## config.mk

```make
export PLATFORM = sky130hd
export DESIGN_NAME = evt_ctl_regbank
export DESIGN_NICKNAME = d
export VERILOG_FILES = /design/src/rtl/ecr_pkg.sv /design/src/rtl/ecr_wdec.sv /design/src/rtl/ecr_edge.sv /design/src/rtl/ecr_state.sv /design/src/rtl/ecr_rdmux.sv /design/src/rtl/evt_ctl_regbank.sv
export SDC_FILE = /design/constraint.sdc
export NUM_CORES = 1
export LEC_CHECK = 0
export BUFFER_PORTS_ARGS = -buffer_cell sky130_fd_sc_hd__buf_2
export CAP_MARGIN = 0
export CORE_ASPECT_RATIO = 1.4
export CORE_MARGIN = 2
export CORE_UTILIZATION = 60
export DETAILED_ROUTE_END_ITERATION = 7
export PLACE_DENSITY_LB_ADDON = 0.05
export SYNTH_ARGS = -nofsm -noshare
export SYNTH_HDL_FRONTEND = slang
export SYNTH_SLANG_ARGS = --single-unit
```

## constraint.sdc

```tcl
create_clock -name clk -period 27.7 [get_ports clk]
set_clock_uncertainty 0.05 [all_clocks]
set_input_delay 4.155 -clock clk [delete_from_list [all_inputs] [get_ports clk]]
set_output_delay 4.155 -clock clk [all_outputs]
set_load 0.01 [all_outputs]
```

## src/rtl/ecr_pkg.sv

```systemverilog
package ecr_pkg;
  // Byte offsets of the register map; word n of a multi-word group sits at +4*n
  localparam int A_GLB    = 'h010;
  localparam int A_STSET  = 'h020;
  localparam int A_STCLR  = 'h024;
  localparam int A_ENSET  = 'h028;
  localparam int A_ENCLR  = 'h02C;
  localparam int A_HSET   = 'h034;
  localparam int A_HCLR   = 'h038;
  localparam int A_RAW0   = 'h200;
  localparam int A_PCLR0  = 'h280;
  localparam int A_ENW1S0 = 'h300;
  localparam int A_ENW1C0 = 'h380;
  localparam int A_POL0   = 'hD00;
  localparam int A_TYP0   = 'hD80;
endpackage

```

## src/rtl/ecr_wdec.sv

```systemverilog
module ecr_wdec
  import ecr_pkg::*;
#(
  parameter int NUM_EVT  = 64,
  parameter int NUM_HOST = 10,
  parameter int AW       = 12,
  localparam int NWORD   = NUM_EVT / 32
) (
  input  logic                we,
  input  logic [AW-1:0]       addr,
  input  logic [31:0]         wdata,
  output logic [NUM_EVT-1:0]  pset,
  output logic [NUM_EVT-1:0]  pclr,
  output logic [NUM_EVT-1:0]  eset,
  output logic [NUM_EVT-1:0]  eclr,
  output logic [NUM_HOST-1:0] hset,
  output logic [NUM_HOST-1:0] hclr,
  output logic                glb_we,
  output logic [NWORD-1:0]    pol_we,
  output logic [NWORD-1:0]    typ_we
);
  localparam int EIW = $clog2(NUM_EVT);
  localparam int HIW = $clog2(NUM_HOST);
  localparam logic [NUM_EVT-1:0]  EVT_ONE  = NUM_EVT'(1);
  localparam logic [NUM_HOST-1:0] HOST_ONE = NUM_HOST'(1);

  logic [NUM_EVT-1:0]  evt_one;
  logic [NUM_HOST-1:0] host_one;

  // Index decode: out-of-range numbers give an empty mask
  always_comb begin
    evt_one  = (wdata < 32'(NUM_EVT))  ? (EVT_ONE << wdata[EIW-1:0])  : '0;
    host_one = (wdata < 32'(NUM_HOST)) ? (HOST_ONE << wdata[HIW-1:0]) : '0;
  end

  always_comb begin
    pset   = (we && addr == AW'(A_STSET)) ? evt_one : '0;
    pclr   = (we && addr == AW'(A_STCLR)) ? evt_one : '0;
    eset   = (we && addr == AW'(A_ENSET)) ? evt_one : '0;
    eclr   = (we && addr == AW'(A_ENCLR)) ? evt_one : '0;
    hset   = (we && addr == AW'(A_HSET))  ? host_one : '0;
    hclr   = (we && addr == AW'(A_HCLR))  ? host_one : '0;
    glb_we = we && addr == AW'(A_GLB);
    for (int w = 0; w < NWORD; w++) begin
      if (we && addr == AW'(A_PCLR0 + 4*w))  pclr[w*32 +: 32] = pclr[w*32 +: 32] | wdata;
      if (we && addr == AW'(A_ENW1S0 + 4*w)) eset[w*32 +: 32] = eset[w*32 +: 32] | wdata;
      if (we && addr == AW'(A_ENW1C0 + 4*w)) eclr[w*32 +: 32] = eclr[w*32 +: 32] | wdata;
      pol_we[w] = we && addr == AW'(A_POL0 + 4*w);
      typ_we[w] = we && addr == AW'(A_TYP0 + 4*w);
    end
  end
endmodule

```

## src/rtl/ecr_edge.sv

```systemverilog
module ecr_edge #(
  parameter int NUM_EVT = 64
) (
  input  logic               clk,
  input  logic               rst_n,
  input  logic [NUM_EVT-1:0] evt_in,
  input  logic [NUM_EVT-1:0] pol,
  input  logic [NUM_EVT-1:0] typ,
  output logic [NUM_EVT-1:0] hw_set
);
  logic [NUM_EVT-1:0] act;
  logic [NUM_EVT-1:0] act_q;

  for (genvar i = 0; i < NUM_EVT; i++) begin : g_line
    // polarity 1: high is active; polarity 0: low is active
    assign act[i]    = evt_in[i] ~^ pol[i];
    // mode 1: level, mode 0: inactive-to-active transition
    assign hw_set[i] = typ[i] ? act[i] : (act[i] & ~act_q[i]);
  end

  always_ff @(posedge clk or negedge rst_n) begin
    if (!rst_n) act_q <= '0;
    else        act_q <= act;
  end
endmodule

```

## src/rtl/ecr_state.sv

```systemverilog
module ecr_state #(
  parameter int NUM_EVT  = 64,
  parameter int NUM_HOST = 10,
  localparam int NWORD   = NUM_EVT / 32
) (
  input  logic                clk,
  input  logic                rst_n,
  input  logic [NUM_EVT-1:0]  pset,
  input  logic [NUM_EVT-1:0]  pclr,
  input  logic [NUM_EVT-1:0]  hw_set,
  input  logic [NUM_EVT-1:0]  eset,
  input  logic [NUM_EVT-1:0]  eclr,
  input  logic [NUM_HOST-1:0] hset,
  input  logic [NUM_HOST-1:0] hclr,
  input  logic                glb_we,
  input  logic [NWORD-1:0]    pol_we,
  input  logic [NWORD-1:0]    typ_we,
  input  logic [31:0]         wdata,
  output logic [NUM_EVT-1:0]  pend,
  output logic [NUM_EVT-1:0]  en,
  output logic [NUM_HOST-1:0] host,
  output logic                glb,
  output logic [NUM_EVT-1:0]  pol,
  output logic [NUM_EVT-1:0]  typ
);
  logic [NUM_EVT-1:0]  pend_nx, en_nx, pol_nx, typ_nx;
  logic [NUM_HOST-1:0] host_nx;
  logic                glb_nx;
  logic                pend_ce, en_ce, host_ce, cfg_ce;

  // Next state: sets are applied after clears, so a set always wins
  always_comb begin
    pend_nx = (pend & ~pclr) | pset | hw_set;
    en_nx   = (en & ~eclr) | eset;
    host_nx = (host & ~hclr) | hset;
    glb_nx  = glb_we ? wdata[0] : glb;
    pol_nx  = pol;
    typ_nx  = typ;
    for (int w = 0; w < NWORD; w++) begin
      if (pol_we[w]) pol_nx[w*32 +: 32] = wdata;
      if (typ_we[w]) typ_nx[w*32 +: 32] = wdata;
    end
    pend_ce = |{pset, pclr, hw_set};
    en_ce   = |{eset, eclr};
    host_ce = |{hset, hclr};
    cfg_ce  = |{pol_we, typ_we};
  end

  always_ff @(posedge clk or negedge rst_n) begin
    if (!rst_n) begin
      pend <= '0;
      en   <= '0;
      host <= '0;
      glb  <= 1'b0;
      pol  <= '1;
      typ  <= '0;
    end else begin
      if (pend_ce) pend <= pend_nx;
      if (en_ce)   en   <= en_nx;
      if (host_ce) host <= host_nx;
      if (glb_we)  glb  <= glb_nx;
      if (cfg_ce) begin
        pol <= pol_nx;
        typ <= typ_nx;
      end
    end
  end

  AST_HW_SET_WINS: assert property (@(posedge clk) disable iff (!rst_n)
    (|hw_set) |=> ((pend & $past(hw_set)) == $past(hw_set)));
endmodule

```

## src/rtl/ecr_rdmux.sv

```systemverilog
module ecr_rdmux
  import ecr_pkg::*;
#(
  parameter int NUM_EVT = 64,
  parameter int AW      = 12,
  localparam int NWORD  = NUM_EVT / 32
) (
  input  logic [AW-1:0]      addr,
  input  logic [NUM_EVT-1:0] pend,
  input  logic [NUM_EVT-1:0] en,
  input  logic               glb,
  input  logic [NUM_EVT-1:0] pol,
  input  logic [NUM_EVT-1:0] typ,
  output logic [31:0]        rdata
);
  always_comb begin
    rdata = '0;
    if (addr == AW'(A_GLB)) rdata = {31'd0, glb};
    for (int w = 0; w < NWORD; w++) begin
      if (addr == AW'(A_RAW0 + 4*w) || addr == AW'(A_PCLR0 + 4*w))
        rdata = pend[w*32 +: 32];
      if (addr == AW'(A_ENW1S0 + 4*w) || addr == AW'(A_ENW1C0 + 4*w))
        rdata = en[w*32 +: 32];
      if (addr == AW'(A_POL0 + 4*w)) rdata = pol[w*32 +: 32];
      if (addr == AW'(A_TYP0 + 4*w)) rdata = typ[w*32 +: 32];
    end
  end
endmodule

```

## src/rtl/evt_ctl_regbank.sv

```systemverilog
module evt_ctl_regbank
  import ecr_pkg::*;
#(
  parameter int NUM_EVT  = 64,   // multiple of 32
  parameter int NUM_HOST = 10,
  parameter int AW       = 12
) (
  input  logic                clk,
  input  logic                rst_n,
  input  logic [AW-1:0]       bus_addr,
  input  logic                bus_we,
  input  logic [31:0]         bus_wdata,
  output logic [31:0]         bus_rdata,
  input  logic [NUM_EVT-1:0]  evt_in,
  output logic [NUM_EVT-1:0]  evt_pend,
  output logic [NUM_EVT-1:0]  evt_en,
  output logic [NUM_HOST-1:0] host_en,
  output logic                glb_en
);
  localparam int NWORD = NUM_EVT / 32;
  localparam int EIW   = $clog2(NUM_EVT);

  logic [1:0] rst_sync;
  logic       rst_int_n;

  // asynchronous assertion, synchronous release
  always_ff @(posedge clk or negedge rst_n) begin
    if (!rst_n) rst_sync <= 2'b00;
    else        rst_sync <= {rst_sync[0], 1'b1};
  end
  assign rst_int_n = rst_sync[1];

  logic [NUM_EVT-1:0]  pset, pclr, eset, eclr, hw_set, pol, typ;
  logic [NUM_HOST-1:0] hset, hclr;
  logic                glb_we;
  logic [NWORD-1:0]    pol_we, typ_we;

  ecr_wdec #(.NUM_EVT(NUM_EVT), .NUM_HOST(NUM_HOST), .AW(AW)) u_wdec (
    .we(bus_we), .addr(bus_addr), .wdata(bus_wdata),
    .pset(pset), .pclr(pclr), .eset(eset), .eclr(eclr),
    .hset(hset), .hclr(hclr), .glb_we(glb_we),
    .pol_we(pol_we), .typ_we(typ_we)
  );

  ecr_edge #(.NUM_EVT(NUM_EVT)) u_edge (
    .clk(clk), .rst_n(rst_int_n), .evt_in(evt_in),
    .pol(pol), .typ(typ), .hw_set(hw_set)
  );

  ecr_state #(.NUM_EVT(NUM_EVT), .NUM_HOST(NUM_HOST)) u_state (
    .clk(clk), .rst_n(rst_int_n),
    .pset(pset), .pclr(pclr), .hw_set(hw_set),
    .eset(eset), .eclr(eclr), .hset(hset), .hclr(hclr),
    .glb_we(glb_we), .pol_we(pol_we), .typ_we(typ_we), .wdata(bus_wdata),
    .pend(evt_pend), .en(evt_en), .host(host_en), .glb(glb_en),
    .pol(pol), .typ(typ)
  );

  ecr_rdmux #(.NUM_EVT(NUM_EVT), .AW(AW)) u_rdmux (
    .addr(bus_addr), .pend(evt_pend), .en(evt_en), .glb(glb_en),
    .pol(pol), .typ(typ), .rdata(bus_rdata)
  );

  AST_IDX_SET_PEND: assert property (@(posedge clk) disable iff (!rst_int_n)
    (bus_we && bus_addr == AW'(A_STSET) && bus_wdata < 32'(NUM_EVT))
    |=> evt_pend[$past(bus_wdata[EIW-1:0])]);

  AST_IDX_EN_CLR: assert property (@(posedge clk) disable iff (!rst_int_n)
    (bus_we && bus_addr == AW'(A_ENCLR) && bus_wdata < 32'(NUM_EVT))
    |=> !evt_en[$past(bus_wdata[EIW-1:0])]);

  AST_HOST_OOR_IGN: assert property (@(posedge clk) disable iff (!rst_int_n)
    (bus_we && (bus_addr == AW'(A_HSET) || bus_addr == AW'(A_HCLR))
     && bus_wdata >= 32'(NUM_HOST)) |=> $stable(host_en));

  AST_GLB_HOLD: assert property (@(posedge clk) disable iff (!rst_int_n)
    !(bus_we && bus_addr == AW'(A_GLB)) |=> $stable(glb_en));

  AST_W1S_NO_CLR: assert property (@(posedge clk) disable iff (!rst_int_n)
    (bus_we && (bus_addr == AW'(A_ENW1S0) || bus_addr == AW'(A_ENW1S0 + 4)))
    |=> ((evt_en & $past(evt_en)) == $past(evt_en)));
endmodule

```

==> results.json <==
{
  "status": "finished clean",
  "post-dp-hpwl_mm": 43.6,
  "viasPerCell": 6.87,
  "core_area_um2": 28600,
  "utilization_pct": 70.5,
  "dr.pass1.iters": 6,
  "rsz0062_at_grt": "no",
  "dieWidth_um": 148,
  "min_path_type": "flip-flop to flip-flop",
  "startpoint": "bus_addr[2]",
  "tightestPinTransition_ns": 1.35,
  "nets": 2070,
  "synth.net_count": 1864,
  "drt_iter0_markers": 2198,
  "fin_ws_ns": 15.54,
  "crit_chain": "buf_2 > buf_4 > or4b_1 > nor3_4 > buf_4 > a22oi_1 > o21ai_1 > buf_2",
  "area_growth_pct": 15.2,
  "synth_top_area_share_pct": 38.5,
  "htreeDepth": 2,
  "antenna_found_initial": 7,
  "pwr_density_cell_nw_per_um2": 51.5,
  "pre_cts_ws_ns": 15.78,
  "slowest_delay_ns": 1.01,
  "clk_pin_slew_ns": 0.06,
  "cts_tree": "built",
  "max_cap_violations": 0,
  "grt_usage_pct": 42.2,
  "hold_slack_ns": 0.308,
  "avgRoutedWirePerCell_um": 27.4,
  "leakagePower_nw": 8.88,
  "cts_resized": 0,
  "layout_commonest_cell": "buf_2",
  "slew_viol_final": 0,
  "ctsHoldBuffers": 0,
  "synth_ff_type": "dfrtp_1",
  "setup-tns-final_ns": 0,
  "worstPathArrival_ns": 7.95,
  "ios": 282,
  "dieArea_um2": 30500,
  "synthCells": 1753,
  "initial_core_util_pct": 61.2,
  "synth_edf_count": 0,
  "place_congestion": 1.00,
  "setup_violations": 0,
  "grt_overflow": 0,
  "cp_slowest_cell": "or4b_1",
  "synth-seq-area-share_pct": 48.1,
  "syn_area_um2": 17500,
  "path_buf_inv": 4,
  "critPathKind": "input port to output pin",
  "cts_max_path_buffers": 3,
  "clock-root-buffer": "clkbuf_16",
  "postCtsSetupRepairBufs": 0,
  "clock_latency_ns": 0.54,
  "wirelength_mm": 64.8,
  "avgSynthCellArea_um2": 9.98,
  "die_h_um": 206,
  "via_count": 16200,
  "synth_seq_cells": 333,
  "ant_nets": 0,
  "hold_viol_final": 0,
  "worstHoldStart": "rst_sync[0]$_DFF_PN0_",
  "cp-start-kind": "input port",
  "synthTopCellsByArea": "dfrtp_1 38%, dfstp_2 9.6%, mux2_1 7.2%",
  "rr_startpoint": "rst_sync[1]$_DFF_PN0_",
  "reg2regPathDepth": 2,
  "ir_worst_vdd_v": 0.0000507,
  "slew_headroom_pct": 9.84,
  "rows": 73,
  "cts-buffers-inserted": 34,
  "yosysUniqueCellTypes": 71,
  "synthArstFlopShare_pct": 100,
  "crit_cells": 8,
  "crit_fanout": 73,
  "grt_pass1_wl_mm": 96.2,
  "rrSetupSlack_ns": 24.93,
  "fin_crit_ns": 12.16,
  "final_cell_mix": "281 x buf_2, 269 x nand2_1, 268 x dfrtp_1, 153 x o211ai_1, 112 x mux2_1",
  "drcViolationCount": 0,
  "min_path_cells": 0,
  "end_kind": "output pin",
  "critical-path-top-delay-family": "simple AND/OR/NAND/NOR gates",
  "grt_max_degree": 75,
  "portBuffers": 281,
  "fin_crit_sh_pct": 43.9,
  "timing.fmax_ghz": 0.0822,
  "critical_path_required_ns": 23.50,
  "ys_warn_count": 0,
  "grt_pass1_vias": 15800,
  "cts_sinks": 333,
  "synth_area_leader_cell": "dfrtp_1",
  "drive_above_1_share_pct": 24.0
}
[layer usage]
metal,vias to the layer above,global-route usage [%],part of all wire (%)
li1,6804,-,-
met1,7858,53.6,35
met2,1207,63.7,45
met3,341,10.8,12
met4,8,28.6,7.9
met5,-,0,0.068
[final cells by class]
type	instances	area [um2]
antenna	3	7.51
clock buffer	50	1010
clock inverter	11	136
fill	2204	8440
inverter	67	251
multi-input combinational	1207	8190
sequential	333	8420
tap	375	469
timing repair buffer	316	1670
[worst register-to-register path: cells and delay by family, from the launching register on]
kind	cells	cell delay, ns
buffers and inverters	2	1.73
flip-flops	1	0.94
[path summary, 6_finish.rpt]
kind / end
max: bus_rdata[15]
min: rst_sync[1]$_DFF_PN0_
max reg2reg: u_edge.act_q[34]$_DFF_PN0_
min reg2reg: rst_sync[1]$_DFF_PN0_
max in group asynchronous: rst_sync[1]$_DFF_PN0_
min in group asynchronous: u_state.typ[8]$_DFFE_PN0P_
[flip-flops by register name (all words and copies together), names as in the netlist]
name          count
rst_sync          2
u_edge.act_q     64
u_state.en       64
u_state.glb       1
u_state.host     10
u_state.pend     64
u_state.pol      64
u_state.typ      64
[through the flow]
step	power [mW]	area (um2)	std cells
after floorplan	0.540	17500	1753
after global placement	0.566	19000	2298
after detailed placement	0.567	19000	2298
after CTS	1.04	20100	2359
after global routing	1.06	20100	2360
final	1.04	20200	2362
[power by group]
| part | total [mW] | internal (mW) | leakage [nW] | switching [mW] |
|---|---|---|---|---|
| clock network | 0.478 | 0.282 | 0.568 | 0.196 |
| registers | 0.498 | 0.493 | 3.92 | 0.00440 |
| logic | 0.0626 | 0.0171 | 4.39 | 0.0454 |
[Yosys cell counts (5+ instances only)]
master    instances
mux2_2           13
a221o_1          51
buf_4             7
dfstp_2          64
and2_1            5
nor2b_1           6
xnor2_1          64
o211ai_1        153
nor2_1           95
nand2_1         269
and3_1            6
nor4_4            5
dfrtp_1         269
a21oi_1          17
a41oi_1           9
nor3_1            8
a222oi_1         13
mux2_1          112
nor4_1            8
inv_1            66
o221ai_1         14
o211a_1          30
a22oi_1          38
nand3_1          60
mux2i_1          14
clkbuf_1         80
o21ai_1          24
o22ai_1           7
buf_2            50
o21ai_0          85
nand4_1          12
buf_6             5
nand2b_1         23
[kinds of logic after synthesis]
logic type	after synthesis	synth area share, %
flip-flops	333	48.1
AO/OA/AOI/OAI	464	19.7
XOR/XNOR	64	3.21
AND/OR/NAND/NOR	539	14.8
other	1	0.0214
multiplexers	139	8.85
buffers and inverters	213	5.29
Note: power is estimated with default switching activity, not from simulation.
